--- config.mk ---
export PLATFORM = sky130hd
export DESIGN_NAME = sram_chk_log
export DESIGN_NICKNAME = d
export VERILOG_FILES = /design/src/rtl/sram_chk_pkg.sv /design/src/rtl/sram_chk_log.sv
export SDC_FILE = /design/constraint.sdc
export NUM_CORES = 1
export LEC_CHECK = 0
export BUFFER_PORTS_ARGS = -buffer_cell sky130_fd_sc_hd__buf_2
export CELL_PAD_IN_SITES_DETAIL_PLACEMENT = 0
export CELL_PAD_IN_SITES_GLOBAL_PLACEMENT = 1
export CORE_MARGIN = 2
export CORE_UTILIZATION = 39
export DETAILED_ROUTE_END_ITERATION = 8
export PLACE_DENSITY_LB_ADDON = 0.1
export SKIP_LAST_GASP = 1
export SYNTH_ARGS = -nofsm -noshare
export SYNTH_HDL_FRONTEND = slang
export SYNTH_SLANG_ARGS = --single-unit
--- constraint.sdc ---
create_clock -name clk_i -period 3.45 [get_ports clk_i]
set_input_delay 0.8625 -clock clk_i [delete_from_list [all_inputs] [get_ports clk_i]]
set_output_delay 0.8625 -clock clk_i [all_outputs]
set_load 0.05 [all_outputs]
--- src/rtl/sram_chk_pkg.sv ---
package sram_chk_pkg;
  localparam int NUM_VIOL = 6;
  localparam int CODE_W   = 4;

  // flag bit index; reported code is index + 1
  localparam int BIT_WP    = 0;
  localparam int BIT_CW    = 1;
  localparam int BIT_AW    = 2;
  localparam int BIT_DW    = 3;
  localparam int BIT_AMOVE = 4;
  localparam int BIT_FIGHT = 5;

  // run counter slots
  localparam int RUN_WR   = 0;
  localparam int RUN_SEL  = 1;
  localparam int RUN_DRV  = 2;
  localparam int RUN_ADDR = 3;
  localparam int NUM_RUN  = 4;

  typedef struct packed {
    logic ce1_n;
    logic ce2;
    logic we_n;
    logic oe_n;
    logic host_drv;
    logic clr;
  } pin_t;

  localparam pin_t PIN_IDLE = '{ce1_n: 1'b1, ce2: 1'b0, we_n: 1'b1, oe_n: 1'b1,
                                host_drv: 1'b0, clr: 1'b0};
endpackage

--- src/rtl/sram_chk_log.sv ---
module sram_chk_log
  import sram_chk_pkg::*;
#(
  parameter int VCNT_W = 16
) (
  input  logic                clk_i,
  input  logic                rst_ni,
  input  logic                clr_i,
  input  logic [NUM_VIOL-1:0] viol_i,
  output logic [NUM_VIOL-1:0] flags_o,
  output logic [VCNT_W-1:0]   cnt_o,
  output logic [CODE_W-1:0]   code_o
);
  logic [CODE_W-1:0] pick;
  logic [VCNT_W:0]   sum;

  always_comb begin
    pick = '0;
    for (int i = 0; i < NUM_VIOL; i++)
      if (viol_i[i]) pick = CODE_W'(i + 1);  // highest index wins
    sum = {1'b0, cnt_o} + (VCNT_W + 1)'($countones(viol_i));
  end

  always_ff @(posedge clk_i or negedge rst_ni) begin
    if (!rst_ni) begin
      flags_o <= '0;
      cnt_o   <= '0;
      code_o  <= '0;
    end else if (clr_i) begin
      flags_o <= '0;
      cnt_o   <= '0;
      code_o  <= '0;
    end else begin
      flags_o <= flags_o | viol_i;
      cnt_o   <= sum[VCNT_W] ? {VCNT_W{1'b1}} : sum[VCNT_W-1:0];
      if (|viol_i) code_o <= pick;
    end
  end


  flags_sticky_chk: assert property (@(posedge clk_i) disable iff (!rst_ni)
    !clr_i |=> (flags_o & $past(flags_o)) == $past(flags_o));

  clear_chk: assert property (@(posedge clk_i) disable iff (!rst_ni)
    clr_i |=> (flags_o == '0) && (cnt_o == '0) && (code_o == '0));

  cnt_mono_chk: assert property (@(posedge clk_i) disable iff (!rst_ni)
    !clr_i |=> cnt_o >= $past(cnt_o));
endmodule

==> flow_summary.ini <==
[clock_tree]
clock_path_buffers = 2
clkSinkCount = 25
cts_setup_buffers = 0
clk_pin_slew_ns = 0.14
clockRootBuffer = clkbuf_4
clock_latency_ns = 0.31
cts_buffers = 3
cts_tree = done
cts_hold_buf = 0
h-tree-depth = 1

[synth]
synth.area.top_cells = dfrtp_1 (46%), fa_1 (5.9%), a21oi_1 (4.8%)
synth_top_cell_area_share_pct = 46.0
syn_area_per_cell_um2 = 9.92
async_flop_share_pct = 100
yosysSeqAreaShare_pct = 46.0
synth.most_common_cell = dfrtp_1
synth_cells = 137
synth-seq-cells = 25
synth_fp_nets = 155
ys_warn_count = 0
ys.flop_type = dfrtp_1
yosysUniqueCellTypes = 35
syn-cell-area_um2 = 1360
synth-edff-count = 0
synth_common_cells = dfrtp_1 (25), nor2_1 (17), a21oi_1 (13), inv_1 (13), nand2_1 (8)
netlist.top_cell.by_area = dfrtp_1

[power]
p_int_mw = 0.497
p_clk_share_pct = 15.7
p_leak_nw = 0.807
irDropWorstVdd_mv = 0.140
p_sw_mw = 0.338
power.density_nw_per_um2 = 496
seq_power_share_pct = 40.8
power_switching_share_pct = 40.5
comb_power_share_pct = 43.4
p_total_mw = 0.835

[floorplan]
start_util_pct = 40.7
die_y_um = 63.0
fp.coreArea_um2 = 3340
die_x_um = 63.0
rows = 21
design.die.area_um2 = 3970
io_pins = 35

[global_route]
met2_usage_pct = 25.1
grt_pass1_vias = 1088
grtUsageMet3_pct = 2.16
grt-ovfl-total = 0
track_usage_pct = 15.8
antenna_found_initial = 0
grt_pass1_wl_mm = 5.02
globalRoute.busiestLayer = met2
grt_max_degree = 26
met1_usage_pct = 22.1

[route]
drc = 0
wl_per_cell_um = 13.1
dr.pass1.iters = 4
viasPerCell = 4.92
drt.antenna.violating_nets = 0
initialDrtViolationCount = 34
vias = 1102
drt-total-wl_mm = 2.94

[run_status]
outcome = finished clean

[cells_and_area]
final_layout_size_suffix_gt1_share_pct = 32.0
syn2layout_area_growth_pct = 23.8
n_fill_cell = 334
final_cells = 224
post-route-util_pct = 50.4
fin_area_um2 = 1680
diodes = 0
nets = 197

[place]
placed_cell_area_um2 = 1640
dp_hpwl_mm = 2.19
placed_cells = 220
gp_congestion = 0.829
io_buffers = 33

[flow_run]
maxCapViolations = 0

[sta]
grt_setup_unrepaired = true
max_slew_margin_pct = 62.2
fin_hold_ws_ns = 0.510
finalSetupViolCount = 0
fmax_ghz = 0.295
worst_pin_slew_ns = 0.567
hold_viol = 0
fin_crit_ns = 3.39
timing.final.crit_share_pct = 98.2
clock_skew_ns = 0.00464
drv_slew = 0

[setup_path]
critical_path.endpoint_type = register
crit_type = in -> reg
path_max_fanout = 4
start_kind = input pin
cp.arrival_ns = 3.64
worstPathRequired_ns = 3.70
rr_startpoint = cnt_o[0]
crit_path_start = viol_i[0]

[hold_path]
min_path_type = reg -> reg
holdCritStartpoint = flags_o[3]
-- power by group through the flow --
stage          combinational, mW  clock (mW)  sequential, mW
2_1_floorplan              0.162           0           0.441
3_5_place_dp               0.356           0           0.347
4_1_cts                    0.357       0.140           0.342
5_1_grt                    0.400       0.152           0.346
3_3_place_gp               0.351           0           0.347
6_report                   0.362       0.131           0.341
-- per-layer routing --
layer  part of all wire (%)  vias to the layer above
met1                     50                      536
met4                   0.65                        0
li1                       -                      550
met5                      0                        -
met2                     47                       14
met3                    2.4                        2
-- flip-flops by register name, indices dropped and copies added, names as in the netlist --
register	flops
cnt_o	16
flags_o	6
code_o	3
-- final timing paths --
kind / end / slack, ns / cells after the start
min in group asynchronous: cnt_o[0] / 0.52 / 1
max: cnt_o[14] / 0.06 / 11
min: flags_o[3] / 0.51 / 2
min reg2reg: flags_o[3] / 0.51 / 2
max reg2reg: cnt_o[14] / 0.85 / 9
max in group asynchronous: flags_o[0] / 2.56 / 1
-- per-stage QoR --
stage | TNS (ns) | setup WS (ns)
6_report | 0 | 0.0615
5_1_grt | -0.0837 | -0.0363
4_1_cts | 0 | 0.0497
3_5_place_dp | -3.76 | -0.304
3_3_place_gp | -3.49 | -0.285
2_1_floorplan | -0.153 | -0.0660
-- cells by family after synthesis --
kind of cell | synth area share, %
simple gates | 16.4
other cells | 0.276
xor+xnor | 4.51
compound gates | 14.5
fa+ha+maj | 10.5
mux | 0.737
buf+inv | 7.00
flops | 46.0
-- layout make-up --
| class | count | area [µm²] | area share, % |
|---|---|---|---|
| multi-input combinational | 94 | 691 | 41.1 |
| sequential | 25 | 626 | 37.2 |
| timing repair buffer | 42 | 233 | 13.8 |
| tap | 46 | 57.6 | 3.42 |
| inverter | 13 | 48.8 | 2.90 |
| clock buffer | 4 | 26.3 | 1.56 |
-- cells in the final DEF, fill, tap and decap left out, drive strengths merged --
cell,Yosys,routed
a2111o,1,1
a211oi,3,3
a21boi,1,1
a21o,1,1
a21oi,14,14
a31oi,5,5
and2,1,1
and4,1,1
buf,2,42
clkbuf,3,4
conb,1,1
dfrtp,25,25
fa,4,4
ha,5,5
inv,13,13
mux2i,1,1
nand2,8,8
nand3,3,3
nand3b,1,1
nand4,4,4
nor2,17,17
nor3,2,2
nor4,1,1
nor4b,1,1
o21ai,5,5
o21ba,1,1
o31ai,1,1
or3,3,3
or4,1,1
or4b,1,1
xnor2,4,4
xor2,3,3
-- repair_timing --
action | CTS | global route
setup endpoints to repair | 0 | 3
hold endpoints to repair | 0 | 0
resized for setup | 0 | 2
-- worst max-delay path, cell delays in order --
cell and delay [ns]:
buf_2 0.12, fa_1 0.53, inv_1 0.05, fa_1 0.45
fa_2 0.36, inv_2 0.07, fa_2 0.20, a21oi_1 0.07
or4b_4 0.57, o21ba_4 0.21, nor3_2 0.14
No activity file was read; power rests on OpenSTA's default activity.
